**src/rtl/sfp_pkg.sv**
```systemverilog
package sfp_pkg;

    localparam int BYTE_W = 8;
    localparam int LEN_W  = 2 * BYTE_W;
    localparam int TYPE_W = 3;
    localparam int SUB_W  = BYTE_W - TYPE_W;

    typedef enum logic [2:0] {
        ST_HUNT,
        ST_LEN_LO,
        ST_LEN_HI,
        ST_TYPE,
        ST_CMD,
        ST_BODY,
        ST_CHECK
    } parse_st_e;

    typedef struct packed {
        parse_st_e          st;
        logic [BYTE_W-1:0]  len_lo;
        logic [LEN_W-1:0]   len;
        logic [BYTE_W-1:0]  tbyte;
        logic [LEN_W-1:0]   rem;
        logic               first;
        logic [LEN_W-1:0]   o_len;
        logic [TYPE_W-1:0]  o_type;
        logic [SUB_W-1:0]   o_sub;
        logic [BYTE_W-1:0]  o_cmd;
        logic               o_bad;
        logic               o_hdr_v;
        logic [BYTE_W-1:0]  o_pl_data;
        logic               o_pl_v;
        logic               o_pl_first;
        logic               o_pl_last;
        logic               o_good;
        logic               o_err;
    } parse_regs_t;

    function automatic logic known_type(input logic [TYPE_W-1:0] t);
        return (t == TYPE_W'(1)) || (t == TYPE_W'(2)) || (t == TYPE_W'(3));
    endfunction

endpackage

```
**src/rtl/sfp_xor_acc.sv**
```systemverilog
module sfp_xor_acc #(
    parameter int W = 8
) (
    input  logic         clk,
    input  logic         rst_n,
    input  logic         clr,
    input  logic         en,
    input  logic [W-1:0] din,
    output logic [W-1:0] acc
);
    logic [W-1:0] acc_d, acc_q;

    always_comb begin
        acc_d = acc_q;
        if (clr)     acc_d = '0;
        else if (en) acc_d = acc_q ^ din;
    end

    always_ff @(posedge clk) begin
        if (!rst_n) acc_q <= '0;
        else        acc_q <= acc_d;
    end

    assign acc = acc_q;


    clr_zero_chk: assert property (@(posedge clk) disable iff (!rst_n)
        clr |=> (acc_q == '0));
endmodule

```
**src/rtl/sfp_drop_ctr.sv**
```systemverilog
module sfp_drop_ctr #(
    parameter int W = 8
) (
    input  logic         clk,
    input  logic         rst_n,
    input  logic         inc,
    output logic [W-1:0] cnt
);
    localparam logic [W-1:0] CNT_MAX = '1;

    logic [W-1:0] cnt_d, cnt_q;

    always_comb begin
        cnt_d = cnt_q;
        if (inc && (cnt_q != CNT_MAX)) cnt_d = cnt_q + 1'b1;
    end

    always_ff @(posedge clk) begin
        if (!rst_n) cnt_q <= '0;
        else        cnt_q <= cnt_d;
    end

    assign cnt = cnt_q;


    no_decrease_chk: assert property (@(posedge clk) disable iff (!rst_n)
        1'b1 |=> (cnt_q >= $past(cnt_q)));


    step_one_chk: assert property (@(posedge clk) disable iff (!rst_n)
        (inc && cnt_q != CNT_MAX) |=> (cnt_q == $past(cnt_q) + 1'b1));
endmodule

```
**src/rtl/sfp_frame_parser.sv**
```systemverilog
module sfp_frame_parser
    import sfp_pkg::*;
#(
    parameter logic [7:0] SOF_BYTE = 8'hFE,
    parameter int         CNT_W    = 8
) (
    input  logic             clk,
    input  logic             rst_n,
    input  logic [7:0]       in_byte,
    input  logic             in_valid,
    output logic             hdr_valid,
    output logic [15:0]      hdr_len,
    output logic [2:0]       hdr_type,
    output logic [4:0]       hdr_subsys,
    output logic [7:0]       hdr_cmd,
    output logic             type_bad,
    output logic [7:0]       pl_data,
    output logic             pl_valid,
    output logic             pl_first,
    output logic             pl_last,
    output logic             frame_good,
    output logic             frame_err,
    output logic [CNT_W-1:0] drop_count
);
    parse_regs_t       r_d, r_q;
    logic              drop_inc;
    logic              acc_clr;
    logic              acc_en;
    logic [BYTE_W-1:0] acc_val;

    sfp_xor_acc #(.W(BYTE_W)) xor_i (
        .clk   (clk),
        .rst_n (rst_n),
        .clr   (acc_clr),
        .en    (acc_en),
        .din   (in_byte),
        .acc   (acc_val)
    );

    sfp_drop_ctr #(.W(CNT_W)) drop_i (
        .clk   (clk),
        .rst_n (rst_n),
        .inc   (drop_inc),
        .cnt   (drop_count)
    );

    always_comb begin
        r_d            = r_q;
        r_d.o_hdr_v    = 1'b0;
        r_d.o_pl_v     = 1'b0;
        r_d.o_pl_first = 1'b0;
        r_d.o_pl_last  = 1'b0;
        r_d.o_good     = 1'b0;
        r_d.o_err      = 1'b0;
        drop_inc       = 1'b0;
        acc_clr        = 1'b0;
        acc_en         = 1'b0;
        if (in_valid) begin
            unique case (r_q.st)
                ST_HUNT: begin
                    if (in_byte == SOF_BYTE) begin
                        r_d.st  = ST_LEN_LO;
                        acc_clr = 1'b1;
                    end else begin
                        drop_inc = 1'b1;
                    end
                end
                ST_LEN_LO: begin
                    acc_en     = 1'b1;
                    r_d.len_lo = in_byte;
                    r_d.st     = ST_LEN_HI;
                end
                ST_LEN_HI: begin
                    acc_en  = 1'b1;
                    r_d.len = {in_byte, r_q.len_lo};
                    r_d.st  = ST_TYPE;
                end
                ST_TYPE: begin
                    acc_en    = 1'b1;
                    r_d.tbyte = in_byte;
                    r_d.st    = ST_CMD;
                end
                ST_CMD: begin
                    acc_en      = 1'b1;
                    r_d.o_hdr_v = 1'b1;
                    r_d.o_len   = r_q.len;
                    r_d.o_type  = r_q.tbyte[BYTE_W-1 -: TYPE_W];
                    r_d.o_sub   = r_q.tbyte[SUB_W-1:0];
                    r_d.o_cmd   = in_byte;
                    r_d.o_bad   = !known_type(r_q.tbyte[BYTE_W-1 -: TYPE_W]);
                    r_d.rem     = r_q.len;
                    r_d.first   = 1'b1;
                    r_d.st      = (r_q.len == '0) ? ST_CHECK : ST_BODY;
                end
                ST_BODY: begin
                    acc_en         = 1'b1;
                    r_d.o_pl_v     = 1'b1;
                    r_d.o_pl_data  = in_byte;
                    r_d.o_pl_first = r_q.first;
                    r_d.first      = 1'b0;
                    r_d.o_pl_last  = (r_q.rem == LEN_W'(1));
                    r_d.rem        = r_q.rem - 1'b1;
                    if (r_q.rem == LEN_W'(1)) r_d.st = ST_CHECK;
                end
                ST_CHECK: begin
                    if (in_byte == acc_val) r_d.o_good = 1'b1;
                    else                    r_d.o_err  = 1'b1;
                    r_d.st = ST_HUNT;
                end
                default: r_d.st = ST_HUNT;
            endcase
        end
    end

    always_ff @(posedge clk) begin
        if (!rst_n) begin
            r_q    <= '0;
            r_q.st <= ST_HUNT;
        end else begin
            r_q <= r_d;
        end
    end

    assign hdr_valid  = r_q.o_hdr_v;
    assign hdr_len    = r_q.o_len;
    assign hdr_type   = r_q.o_type;
    assign hdr_subsys = r_q.o_sub;
    assign hdr_cmd    = r_q.o_cmd;
    assign type_bad   = r_q.o_bad;
    assign pl_data    = r_q.o_pl_data;
    assign pl_valid   = r_q.o_pl_v;
    assign pl_first   = r_q.o_pl_first;
    assign pl_last    = r_q.o_pl_last;
    assign frame_good = r_q.o_good;
    assign frame_err  = r_q.o_err;


    verdict_excl_chk: assert property (@(posedge clk) disable iff (!rst_n)
        $onehot0({frame_good, frame_err}));


    verdict_hunt_chk: assert property (@(posedge clk) disable iff (!rst_n)
        (frame_good || frame_err) |-> (r_q.st == ST_HUNT));


    marker_valid_chk: assert property (@(posedge clk) disable iff (!rst_n)
        (pl_first || pl_last) |-> pl_valid);


    empty_body_chk: assert property (@(posedge clk) disable iff (!rst_n)
        (hdr_valid && hdr_len == '0) |=> !pl_valid);


    bad_type_hold_chk: assert property (@(posedge clk) disable iff (!rst_n)
        !hdr_valid |-> $stable(type_bad));


    idle_quiet_chk: assert property (@(posedge clk) disable iff (!rst_n)
        !in_valid |=> !(pl_valid || hdr_valid || frame_good || frame_err));
endmodule

```
**config.mk**
```make
export PLATFORM = sky130hd
export DESIGN_NAME = sfp_frame_parser
export DESIGN_NICKNAME = d
export VERILOG_FILES = /design/src/rtl/sfp_pkg.sv /design/src/rtl/sfp_xor_acc.sv /design/src/rtl/sfp_drop_ctr.sv /design/src/rtl/sfp_frame_parser.sv
export SDC_FILE = /design/constraint.sdc
export NUM_CORES = 1
export LEC_CHECK = 0
export CELL_PAD_IN_SITES_DETAIL_PLACEMENT = 0
export CELL_PAD_IN_SITES_GLOBAL_PLACEMENT = 2
export CORE_AREA = 2 2 136 138
export DETAILED_ROUTE_END_ITERATION = 16
export DIE_AREA = 0 0 138 140
export GPL_TIMING_DRIVEN = 0
export HOLD_SLACK_MARGIN = 0.12
export PLACE_DENSITY_LB_ADDON = 0.25
export SYNTH_ARGS = -nofsm -noshare
export SYNTH_HDL_FRONTEND = slang
export SYNTH_SLANG_ARGS = --single-unit
```
**constraint.sdc**
```tcl
create_clock -name clk -period 2.47 [get_ports clk]
set_input_delay 0.494 -clock clk [delete_from_list [all_inputs] [get_ports clk]]
set_output_delay 0.494 -clock clk [all_outputs]
set_load 0.05 [all_outputs]
```
== Yosys cells after proc, flatten, opt, wreduce, memory -nomap -nowiden ==
Index checks and enable logic that the tools add are counted.

* Flip-flop bits (word level): 115
* Bits of input ports: 11
* Output and inout bits: 55
* Logic and storage cells: 75

* Add/subtract/negate cells: 2
* Equal/unequal tests: 15
* Mux-type cells: 17
* Bitwise gates (word level): 2
* Reduce and logical (&&, ||, !) cells: 19

{| class="wikitable"
|+ Operator list
! kind !! count
|-
| case mux 17 bit (2 select lines) || 1
|-
| case mux 3 bit (6 select lines) || 1
|-
| equality test 16 x 1 -> 1 bit, second input constant || 1
|-
| logical NOT 16 bit || 1
|-
| subtractor 16 x 1 -> 16 bit, second input constant || 1
|-
| AND reduction 2 bit || 7
|-
| equality test 3 x 2 -> 1 bit, second input constant || 4
|-
| two-way mux 1 bit || 11
|-
| equality test 3 bit, second input constant || 3
|-
| two-way mux 3 bit || 3
|-
| AND reduction 3 bit || 3
|-
| adder 8 x 1 -> 8 bit, second input constant || 1
|-
| equality test 8 bit || 1
|-
| equality test 8 bit, second input constant || 1
|-
| inequality test 8 bit, second input constant || 1
|-
| bitwise XOR 8 bit || 1
|-
| equality test 3 x 1 -> 1 bit, second input constant || 2
|-
| OR reduction 5 bit || 1
|-
| inequality test 2 bit, second input constant || 2
|-
| logical NOT 3 bit || 1
|-
| logical OR 1 bit || 2
|-
| two-way mux 2 bit || 1
|-
| nonzero test 2 bit || 1
|-
| OR reduction 2 bit || 1
|-
| 3 further kinds || 3
|}

== Longest topological paths before layout ==
Gate-level depths: netlist of run 1.

* Depth after elaboration: 5
* Mapped depth: 8
* Gate-level depth less buffers: 6

== Hierarchy ==
A second synthesis of run 1 with hierarchy kept.

* Cells, all modules: 663
* Area total of the unflattened synthesis: 5280.1 um2

{| class="wikitable"
|+ By module, submodules not included
! module !! instances !! cells an instance !! area each (um2)
|-
| sfp_frame_parser || 1 || 580 || 4491.8
|-
| sfp_drop_ctr || 1 || 47 || 404.1
|-
| sfp_xor_acc || 1 || 36 || 384.1
|}

== Worst setup path after synthesis of run 1 ==
Ideal clock, no wire load.

* Path type: register -> register
* Start: reg drop_i.cnt_q[2], in the netlist drop_i.cnt[2]
* End: reg drop_i.cnt_q[7], in the netlist drop_i.cnt[7]
* Library setup time: 0.101 ns
* Arrival: 1.718 ns
* Data required time: 2.369 ns
* Path slack: 0.651 ns
* Cell stages (with the launch flop): 6
* Period minus slack after synthesis: 1.819 ns
* Cells stage by stage: dfxtp_1 > and4_1 > and4_1 > clkbuf_1 > o311ai_0 > o41ai_1

* Word-level cells in the longest chain between the ends: 2
* Elaborated cells on any way between the ends: 3

{| class="wikitable"
|+ RTL lines
! element !! RTL line !! source
|-
| start, declared || sfp_drop_ctr.sv:11 || <nowiki>logic [W-1:0] cnt_d, cnt_q;</nowiki>
|-
| start signal, assigned || sfp_drop_ctr.sv:20 || <nowiki>else cnt_q <= cnt_d;</nowiki>
|-
| branches (longest 2 deep; another with adder 8 x 1 -> 8 bit) || n/a ||
|}

Several ways; the timed one is not identified.
A chain may end at the register's enable or synchronous reset.

== Final worst setup path of run 1 ==
* Start: in in_valid
* End: reg r_q (netlist bit hdr_len[11])

* Word-level cells in the longest chain between the ends: 1

{| class="wikitable"
|+ RTL lines
! element !! RTL line !! source
|-
| start, declared || sfp_frame_parser.sv:10 || <nowiki>input logic in_valid,</nowiki>
|-
| AND reduction 2 bit (no source line) || n/a ||
|-
| end signal, assigned || sfp_frame_parser.sv:120 || <nowiki>r_q <= r_d;</nowiki>
|-
| end, declared || sfp_frame_parser.sv:25 || <nowiki>parse_regs_t r_d, r_q;</nowiki>
|}

Every way passes these cells.

==> reports/qor.csv, run 1 <==
stage,metric,value,unit
layout,utilization after layout,37.6,%
logic_synthesis,number of enable flip-flop cells after synthesis,0,
floorplan,die area,0.0193,mm²
global_route,global-route wire length before repair,25400,µm
layout,share of layout cells above drive strength 1,12.4,%
placement,placer congestion estimate,0.864,
floorplan,Initial Utilization,29.7,%
global_route,largest net degree at the start of global routing,17,
setup_path,R2R Path End,r_q[60],
run,Max-Cap Viols,0,
logic_synthesis,Synth area leaders,"dfxtp_1 44%, nand2_1 12%, a21oi_1 8.5%",
setup_path,crit path DAT,2.65,ns
floorplan,die width,138,µm
global_route,vias in the first global route,4653,
clocking,post-CTS setup buffers,0,
layout,"commonest non-fill, non-tap cell in the layout",nand2_1,
drt,Routed WL,15900,µm
setup_path,worst-path cell chain,clkdlybuf4s50_1 > or2b_2 > nor2_1 > clkbuf_1 > nand2_1 > a21oi_1,
drt,vias,4799,
logic_synthesis,post-synth top area cell,dfxtp_1,
power_and_ir_drop,PD cells,646,mW/mm²
power_and_ir_drop,Sequential Power Share,43.3,%
logic_synthesis,Syn. warnings,0,
sta,worst-case clock skew,0.00712,ns
setup_path,Crit Path Class,in2reg,
clocking,"Clk Latency, worst-skew pair",0.42,ns
power_and_ir_drop,cell internal pwr,0.00330,W
floorplan,die height,140,µm
setup_path,CP max FO,10,
logic_synthesis,Seq cells post-synth,115,
logic_synthesis,syn nets,677,
setup_path,"slowest stage delay, CP",0.60,ns
sta,part of the cycle the worst path needs,93.2,%
setup_path,Reg2Reg Setup Slack,0.38,ns
clocking,total CTS buffers,17,
clocking,Sink Count,115,
sta,Slew headroom,43.1,%
placement,Port Buffers,56,
sta,RSZ-0062 raised after global routing,false,
floorplan,core area,0.0178,mm²
setup_path,"Slowest-stage cell, CP",clkdlybuf4s50_1,
floorplan,row count,49,
sta,final hold vios,0,
logic_synthesis,top cell type's share of synthesized area,43.6,%
run_status,status,"complete, no violations",
placement,dpl hpwl,11400,µm
logic_synthesis,sequential-to-total area share from yosys stat,43.6,%
drt,# DRC,0,
layout,most frequent cells in the layout,"163 x nand2_1, 115 x dfxtp_1, 90 x a21oi_1",
hold_path,Hold Startpoint,rst_n,
sta,final setup TNS,0,ns
drt,WL/cell,16.3,µm
logic_synthesis,Syn Inst Count,661,
power_and_ir_drop,Sw Pwr,0.00101,W
setup_path,Worst R2R Path Depth,8,
logic_synthesis,ys async rst share,0,%
global_route,gr usage total,16.6,%
clocking,CTS tree,done,
logic_synthesis,Post-synth top flop,dfxtp_1,
sta,worst slew pin tran,0.850,ns
sta,achievable frequency,0.434,GHz
drt,post-route ant nets,0,
layout,number of nets in the final layout,752,
hold_path,Hold Path Class,in2reg,
global_route,remaining global-route overflow,0,
power_and_ir_drop,Net Sw Frac,23.5,%
clocking,post-CTS sizing,0,
logic_synthesis,Netlist cell types,63,
global_route,initial antenna violation count,0,
sta,Setup Viol. Count Final,0,
sta,min cycle time layout,2.30,ns
sta,final slew viol count,0,
setup_path,reg2reg start,r_q[97],
logic_synthesis,Syn Std Cell Area,0.00528,mm²
clocking,# hold bufs at CTS,0,
power_and_ir_drop,combinational cell fraction of total power,3.1,%
power_and_ir_drop,Clk pwr share,53.6,%
setup_path,Required @ worst endpoint,2.82,ns
clocking,clk slew on worst S/H paths,0.05,ns
drt,starting DRC count in detailed routing,305,
setup_path,CP Capture Type,register,
layout,Ant. Diodes,0,
hold_path,Worst Hold Path Cells,3,
power_and_ir_drop,Max IR drop VDD,0.000472,V
clocking,clock buffer depth,2,
clocking,CTS HTree Levels,4,
setup_path,critical path launch point type,input port,
drt,DRT Pass-1 Iters,6,
drt,Avg Vias per Cell,4.91,
layout,Area Growth Syn to Fin,26.6,%
clocking,CTS Root Cell,clkbuf_16,
logic_synthesis,syn avg cell area,7.99,µm²
floorplan,num ports,66,
hold_path,end of the worst hold path,drop_i.cnt[1],
power_and_ir_drop,LEAKAGE,2.27,nW
[worst max path at each step]
stage                  start  slack (ns)            end
2_1_floorplan  drop_i.cnt[2]        0.65  drop_i.cnt[7]
5_1_grt             in_valid        0.02    hdr_len[11]
3_3_place_gp        in_valid       -0.23    hdr_len[15]
6_report            in_valid        0.17    hdr_len[11]
4_1_cts             in_valid        0.17    hdr_len[13]
3_5_place_dp        in_valid       -0.27    hdr_len[13]
[synthesized netlist by cell type, drive strengths merged (5+ instances only)]
cell / n
a21oi: 90
a31oi: 9
and2: 7
and3: 5
buf: 48
clkbuf: 35
dfxtp: 115
ha: 5
inv: 5
nand2: 163
nand3: 13
nand4: 8
nor2: 29
nor3: 10
nor4: 11
o211ai: 5
o21ai: 26
or4: 8
xnor2: 8
xor2: 8
[critical path: cells and delay by family]
family | cells | cell delay, ns
compound gates | 1 | 0.13
buf+inv | 2 | 1.07
simple gates | 3 | 0.94
[flip-flops by register name, indices dropped and copies added (netlist names)]
register    cells
r_q            52
hdr_len        16
drop_i.cnt      8
hdr_cmd         8
pl_data         8
xor_i.acc       8
hdr_subsys      5
hdr_type        3
frame_err       1
frame_good      1
hdr_valid       1
pl_first        1
pl_last         1
pl_valid        1
type_bad        1
[through the flow]
step | instance area (µm²) | hold WS [ns] | std cells | power (W) | worst slack (ns)
6_report | 6680 | 0.398 | 978 | 0.00431 | 0.168
5_1_grt | 6680 | 0.396 | 978 | 0.00446 | 0.0160
4_1_cts | 6680 | 0.381 | 978 | 0.00438 | 0.171
3_5_place_dp | 6130 | 0.449 | 946 | 0.00204 | -0.270
3_3_place_gp | 6130 | 0.445 | 946 | 0.00204 | -0.231
2_1_floorplan | 5280 | 0.432 | 661 | 0.00199 | 0.651
[routing by layer]
metal	track usage [%]	wire, µm
met1	21.8	7850
met4	6.34	317
met5	0	0
met2	26.7	7270
met3	3.66	496
[area by class of cell]
type                       instances  area [µm²]
fill                            1861       11100
multi-input combinational        458        2450
sequential                       115        2300
timing repair buffer              56         561
buffer                            83         505
clock buffer                      20         447
tap                              229         287
clock inverter                    12         109
inverter                           5        18.8
[kinds of logic (layout without fill, tap and decap cells)]
kind of cell | count (synthesis) | in the layout | synth area share, %
xor+xnor | 16 | 16 | 2.65
mux | 3 | 3 | 0.593
simple gates | 280 | 280 | 25.3
compound gates | 154 | 154 | 16.8
fa+ha+maj | 5 | 5 | 1.19
flops | 115 | 115 | 43.6
buf+inv | 88 | 176 | 9.93
[power groups by stage]
| stage | registers, W | clock network, W | logic (W) |
|---|---|---|---|
| 2_1_floorplan | 0.00192 | 0 | 0.0000744 |
| 3_5_place_dp | 0.00191 | 0 | 0.000137 |
| 5_1_grt | 0.00187 | 0.00245 | 0.000146 |
| 3_3_place_gp | 0.00191 | 0 | 0.000135 |
| 6_report | 0.00187 | 0.00231 | 0.000135 |
| 4_1_cts | 0.00187 | 0.00237 | 0.000137 |
Note: power is estimated with default switching activity, not from simulation.
==> inputs of run 2 (changes only) <==
--- a/config.mk
+++ b/config.mk
@@ -7,9 +7,10 @@
 export LEC_CHECK = 0
 export CELL_PAD_IN_SITES_DETAIL_PLACEMENT = 0
 export CELL_PAD_IN_SITES_GLOBAL_PLACEMENT = 2
-export CORE_AREA = 2 2 136 138
+export CORE_AREA = 2 2 122 154
+export CTS_BUF_LIST = sky130_fd_sc_hd__clkbuf_2
 export DETAILED_ROUTE_END_ITERATION = 16
-export DIE_AREA = 0 0 138 140
+export DIE_AREA = 0 0 124 156
 export GPL_TIMING_DRIVEN = 0
 export HOLD_SLACK_MARGIN = 0.12
 export PLACE_DENSITY_LB_ADDON = 0.25
==> reports/qor.csv, run 2 (synthesis gave the netlist of run 1 again) <==
stage,metric,value,unit,change
run_status,status,"complete, no violations",,unchanged
clocking,post-CTS setup buffers,0,,unchanged
sta,min cycle time layout,2.36,ns,was 2.30 ns
placement,Port Buffers,56,,unchanged
power_and_ir_drop,Max IR drop VDD,0.000218,V,was 0.000472 V
layout,most frequent cells in the layout,"163 x nand2_1, 115 x dfxtp_1, 90 x a21oi_1",,unchanged
power_and_ir_drop,LEAKAGE,2.39,nW,was 2.27 nW
drt,Avg Vias per Cell,4.96,,was 4.91
layout,Largest register FFs,52,,unchanged
drt,vias,4848,,"was 4,799"
setup_path,Crit Path Class,reg2out,,was in2reg
placement,placer congestion estimate,0.852,,was 0.864
clocking,total CTS buffers,17,,unchanged
setup_path,Required @ worst endpoint,1.98,ns,was 2.82 ns
floorplan,die height,156,µm,was 140 µm
global_route,vias in the first global route,4784,,"was 4,653"
clocking,CTS Root Cell,clkbuf_2,,was clkbuf_16
hold_path,Hold Path Class,in2reg,,unchanged
layout,Biggest register,r_q,,unchanged
sta,worst-case clock skew,0.0257,ns,was 0.00712 ns
global_route,global-route wire length before repair,25600,µm,"was 25,400 µm"
setup_path,CP max FO,1,,was 10
sta,fin worst setup slack,0.110,ns,was 0.168 ns
setup_path,"delay-heaviest family, CP",buffers and inverters,,unchanged
setup_path,crit path DAT,1.87,ns,was 2.65 ns
floorplan,num ports,66,,unchanged
drt,# DRC,0,,unchanged
setup_path,critical path launch point type,register,,was input port
sta,part of the cycle the worst path needs,95.6,%,was 93.2%
floorplan,Initial Utilization,29.5,%,was 29.7%
floorplan,die area,0.0193,mm²,about the same
floorplan,core area,0.0179,mm²,was 0.0178 mm²
clocking,CTS HTree Levels,4,,unchanged
drt,post-route ant nets,0,,unchanged
sta,final slew viol count,0,,unchanged
global_route,remaining global-route overflow,0,,unchanged
sta,final setup TNS,0,ns,unchanged
sta,RSZ-0062 raised after global routing,false,,unchanged
layout,Area Growth Syn to Fin,19.1,%,was 26.6%
global_route,gr usage total,17.6,%,was 16.6%
floorplan,die width,124,µm,was 138 µm
clocking,clock buffer depth,2,,unchanged
layout,number of nets in the final layout,753,,was 752
setup_path,"slowest stage delay, CP",0.80,ns,was 0.60 ns
sta,worst slew pin tran,0.905,ns,was 0.850 ns
sta,Slew headroom,39.7,%,was 43.1%
drt,WL/cell,16.5,µm,was 16.3 µm
layout,"commonest non-fill, non-tap cell in the layout",nand2_1,,unchanged
layout,share of layout cells above drive strength 1,12.4,%,unchanged
clocking,clk slew on worst S/H paths,0.17,ns,was 0.05 ns
drt,Routed WL,16100,µm,"was 15,900 µm"
sta,achievable frequency,0.424,GHz,was 0.434 GHz
sta,final hold vios,0,,unchanged
placement,DP Worst Slack,-0.191,ns,was -0.270 ns
drt,starting DRC count in detailed routing,367,,was 305
setup_path,CP Buf/Inv Count,1,,was 2
setup_path,CP Capture Type,primary output,,was register
run,Max-Cap Viols,0,,unchanged
floorplan,row count,55,,was 49
clocking,Sink Count,115,,unchanged
sta,Setup Viol. Count Final,0,,unchanged
setup_path,"Slowest-stage cell, CP",clkdlybuf4s50_1,,unchanged
drt,DRT Pass-1 Iters,5,,was 6
global_route,largest net degree at the start of global routing,17,,unchanged
setup_path,worst-path cell chain,clkdlybuf4s50_1,,was clkdlybuf4s50_1 > or2b_2 > nor2_1 > clkbuf_1 > nand2_1 > a21oi_1
global_route,initial antenna violation count,1,,was 0
placement,dpl hpwl,11500,µm,"was 11,400 µm"
clocking,CTS tree,done,,unchanged
power_and_ir_drop,PD cells,506,mW/mm²,was 646 mW/mm²
clocking,"Clk Latency, worst-skew pair",0.72,ns,was 0.42 ns
[run 2: cell types whose count changed in the layout (fill, tap and decap cells not counted), sizes merged]
cell	change
diode	+1
clkinv	+1
dlymetal6s2s	+1
clkbuf	-2
dlygate4sd3	+1
bufinv	+1
inv	-1
dlygate4sd2	+49
clkdlybuf4s50	-50
[run 2: worst register-to-register path, stage by stage (launching register included)]
cell and delay, ns:
dfxtp_1 0.38, buf_6 0.15, inv_1 0.10, ha_1 0.24
and2_1 0.14, clkbuf_1 0.31, clkbuf_1 0.46, o21ai_0 0.16
o2bb2ai_1 0.16
[run 2: area by class of cell]
| class | count | area [µm²] |
|---|---|---|
| antenna | 1 | 2.50 |
| buffer | 83 | 505 |
| clock buffer | 18 | 90.1 |
| clock inverter | 13 | 119 |
| fill | 1958 | 11600 |
| inverter | 5 | 18.8 |
| multi-input combinational | 458 | 2450 |
| sequential | 115 | 2300 |
| tap | 228 | 285 |
| timing repair buffer | 57 | 512 |
[run 2: power breakdown]
group / leakage, nW / switching (W) / internal (W)
clock: 0.136 / 0.000736 / 0.000443
sequential: 0.926 / 0.00000626 / 0.00186
combinational: 1.33 / 0.000103 / 0.0000329
total: 2.39 / 0.000845 / 0.00234
[run 2: through the flow]
stage	total power [W]	cells	util [%]	hold WS (ns)	instance area (µm²)
after CTS	0.00324	977	35.1	0.145	6280
after detailed placement	0.00204	945	34.2	0.449	6120
after floorplan	0.00199	661	-	0.432	5280
after global routing	0.00333	978	35.1	0.157	6290
final	0.00318	978	35.1	0.204	6290
after global placement	0.00204	945	34.2	0.445	6120
[run 2: repair_timing]
| action | CTS | global route |
|---|---|---|
| endpoints found under the hold margin | 8 | 0 |
| endpoints found under the setup margin | 49 | 1 |
| pin swaps | 0 | 0 |
| hold buffers | 1 | 0 |
| resized for setup | 49 | 1 |
[run 2: worst paths after layout]
check,startpoint,endpoint,slack (ns),cells after the start
setup / recovery,pl_first,pl_first,0.11,1
setup reg to reg,r_q[97],r_q[60],0.28,8
hold / removal,in_byte[0],r_q[88],0.20,3
hold reg to reg,hdr_len[1],hdr_len[1],0.47,2
[run 2: per-layer routing]
metal / GRT usage, % / part of all wire [%] / vias up
met3: 4.09 / 3.7 / 16
met2: 30.5 / 52 / 91
met1: 21.2 / 43 / 2351
met5: 0 / 0 / -
li1: - / - / 2390
met4: 5.62 / 1.3 / 0
==> inputs of run 3 (changes only) <==
--- a/config.mk
+++ b/config.mk
@@ -7,10 +7,10 @@
 export LEC_CHECK = 0
 export CELL_PAD_IN_SITES_DETAIL_PLACEMENT = 0
 export CELL_PAD_IN_SITES_GLOBAL_PLACEMENT = 2
-export CORE_AREA = 2 2 122 154
+export CORE_AREA = 2 2 135 124
 export CTS_BUF_LIST = sky130_fd_sc_hd__clkbuf_2
 export DETAILED_ROUTE_END_ITERATION = 16
-export DIE_AREA = 0 0 124 156
+export DIE_AREA = 0 0 137 126
 export GPL_TIMING_DRIVEN = 0
 export HOLD_SLACK_MARGIN = 0.12
 export PLACE_DENSITY_LB_ADDON = 0.25
==> reports/qor.csv, run 3 (synthesis gave the netlist of run 1 again) <==
stage,metric,value,unit,change
sta,min cycle time layout,2.32,ns,was 2.36 ns
power_and_ir_drop,LEAKAGE,2.38,nW,was 2.39 nW
layout,"commonest non-fill, non-tap cell in the layout",nand2_1,,unchanged
floorplan,die area,0.0173,mm²,was 0.0193 mm²
drt,Avg Vias per Cell,5.06,,was 4.96
clocking,clock buffer depth,2,,unchanged
setup_path,crit path DAT,1.83,ns,was 1.87 ns
sta,Slew headroom,45.9,%,was 39.7%
global_route,vias in the first global route,4664,,"was 4,784"
clocking,CTS HTree Levels,4,,unchanged
drt,# DRC,0,,unchanged
sta,final hold vios,0,,unchanged
setup_path,worst-path cell chain,clkdlybuf4s50_1,,unchanged
setup_path,"slowest stage delay, CP",0.80,ns,about the same
hold_path,Worst Hold Path Cells,3,,unchanged
layout,Largest register FFs,52,,unchanged
layout,Area Growth Syn to Fin,18.7,%,was 19.1%
setup_path,CP Capture Type,primary output,,unchanged
drt,vias,4824,,"was 4,848"
layout,fillcell total,1664,,"was 1,958"
floorplan,die width,137,µm,was 124 µm
placement,dpl hpwl,11000,µm,"was 11,500 µm"
setup_path,R2R Path End,r_q[60],,unchanged
setup_path,Reg2Reg Setup Slack,0.26,ns,was 0.28 ns
clocking,"Clk Latency, worst-skew pair",0.67,ns,was 0.72 ns
clocking,CTS tree,done,,unchanged
sta,final setup TNS,0,ns,unchanged
global_route,remaining global-route overflow,0,,unchanged
setup_path,reg2reg start,r_q[97],,unchanged
drt,WL/cell,16.2,µm,was 16.5 µm
global_route,global-route wire length before repair,24700,µm,"was 25,600 µm"
hold_path,Hold Path Class,in2reg,,unchanged
setup_path,Worst R2R Path Depth,8,,unchanged
setup_path,Required @ worst endpoint,1.98,ns,about the same
setup_path,Crit Path Class,reg2out,,unchanged
setup_path,"Slowest-stage cell, CP",clkdlybuf4s50_1,,unchanged
layout,share of layout cells above drive strength 1,11.5,%,was 12.4%
layout,most frequent cells in the layout,"163 x nand2_1, 115 x dfxtp_1, 90 x a21oi_1",,unchanged
global_route,gr usage total,18.6,%,was 17.6%
floorplan,num ports,66,,unchanged
sta,worst slew pin tran,0.809,ns,was 0.905 ns
sta,part of the cycle the worst path needs,94.0,%,was 95.6%
setup_path,CP max FO,2,,was 1
setup_path,"delay-heaviest family, CP",buffers and inverters,,unchanged
power_and_ir_drop,PD cells,514,mW/mm²,was 506 mW/mm²
placement,placer congestion estimate,0.832,,was 0.852
setup_path,critical path launch point type,register,,unchanged
sta,fin worst setup slack,0.149,ns,was 0.110 ns
clocking,CTS Root Cell,clkbuf_2,,unchanged
clocking,clk slew on worst S/H paths,0.16,ns,was 0.17 ns
hold_path,Hold Startpoint,in_byte[5],,was in_byte[0]
drt,Routed WL,15400,µm,"was 16,100 µm"
sta,worst-case clock skew,0.0217,ns,was 0.0257 ns
drt,starting DRC count in detailed routing,276,,was 367
sta,final slew viol count,0,,unchanged
floorplan,core area,0.0159,mm²,was 0.0179 mm²
setup_path,CP endpoint,type_bad,,was pl_first
global_route,largest net degree at the start of global routing,17,,unchanged
setup_path,start point of the critical path,type_bad,,was pl_first
global_route,initial antenna violation count,0,,was 1
floorplan,row count,44,,was 55
clocking,total CTS buffers,17,,unchanged
sta,achievable frequency,0.431,GHz,was 0.424 GHz
sta,RSZ-0062 raised after global routing,false,,unchanged
run,Max-Cap Viols,0,,unchanged
layout,Biggest register,r_q,,unchanged
drt,post-route ant nets,0,,unchanged
run_status,status,"complete, no violations",,unchanged
setup_path,Critical Path Stages,1,,unchanged
clocking,Sink Count,115,,unchanged
placement,DP Worst Slack,-0.268,ns,was -0.191 ns
power_and_ir_drop,power after layout,0.00322,W,was 0.00318 W
layout,Ant. Diodes,0,,was 1
placement,Port Buffers,56,,unchanged
sta,Setup Viol. Count Final,0,,unchanged
floorplan,die height,126,µm,was 156 µm
floorplan,Initial Utilization,33.3,%,was 29.5%
power_and_ir_drop,Max IR drop VDD,0.000259,V,was 0.000218 V
layout,number of nets in the final layout,753,,unchanged
drt,DRT Pass-1 Iters,5,,unchanged
setup_path,CP Buf/Inv Count,1,,unchanged
## run 3: cell types whose count changed in the layout (fill, tap and decap cells not counted), sizes merged
cell | before | now
dlygate4sd2 | 49 | 47
clkinv | 9 | 7
clkinvlp | 2 | 0
clkdlybuf4s50 | 6 | 8
diode | 1 | 0
clkbuf | 53 | 54
bufinv | 2 | 3
## run 3: power by group
part / internal (W) / switching, W / leakage, nW
Sequential: 0.00186 / 0.00000596 / 0.926
Combinational: 0.0000329 / 0.000102 / 1.32
Clock: 0.000536 / 0.000681 / 0.135
## run 3: worst min-delay path by stage
| stage | end | slack (ns) |
|---|---|---|
| 2_1_floorplan | hdr_subsys[0] | 0.43 |
| 3_3_place_gp | hdr_subsys[0] | 0.44 |
| 3_5_place_dp | hdr_type[0] | 0.45 |
| 4_1_cts | r_q[64] | 0.20 |
| 5_1_grt | r_q[64] | 0.23 |
| 6_report | r_q[69] | 0.27 |
## run 3: worst register-to-register path: cells and delay by family (launching register included)
kind / cells / cell delay (ns)
flops: 1 / 0.37
compound gates: 2 / 0.33
simple gates: 1 / 0.15
buf+inv: 4 / 1.05
fa+ha+maj: 1 / 0.23
## run 3: stage by stage
| step | std cells | hold WS [ns] | util, % | instance area, µm² |
|---|---|---|---|---|
| after global placement | 924 | 0.443 | 38.5 | 6100 |
| after global routing | 954 | 0.229 | 39.5 | 6260 |
| after floorplan | 661 | 0.432 | - | 5280 |
| final | 954 | 0.266 | 39.5 | 6260 |
| after CTS | 954 | 0.203 | 39.5 | 6260 |
| after detailed placement | 924 | 0.447 | 38.5 | 6100 |
## run 3: per-layer routing
layer  track usage [%]  part of all wire, %  vias to the layer above
met4              5.82                  1.4                        0
met3              4.55                  4.1                       17
met2              29.4                   46                      107
met5                 0                    0                        -
met1              24.9                   48                     2298
li1                  -                    -                     2402
## run 3: area by class of cell
class,count,area [µm²],share of cell area (%)
repair buffers,57,514,8.21
multi-input cells,458,2450,39.1
inverters,5,18.8,0.300
clock buffers,19,95.1,1.52
plain buffers,83,505,8.07
clock inverters,10,118,1.88
well taps,207,259,4.13
flip-flops and latches,115,2300,36.7
## run 3: timing repair
| action | CTS | global route |
|---|---|---|
| setup buffers | 0 | 0 |
| endpoints found under the setup margin | 47 | 1 |
| gates resized for setup | 47 | 1 |
| hold buffers | 1 | 0 |
| endpoints found under the hold margin | 4 | 0 |
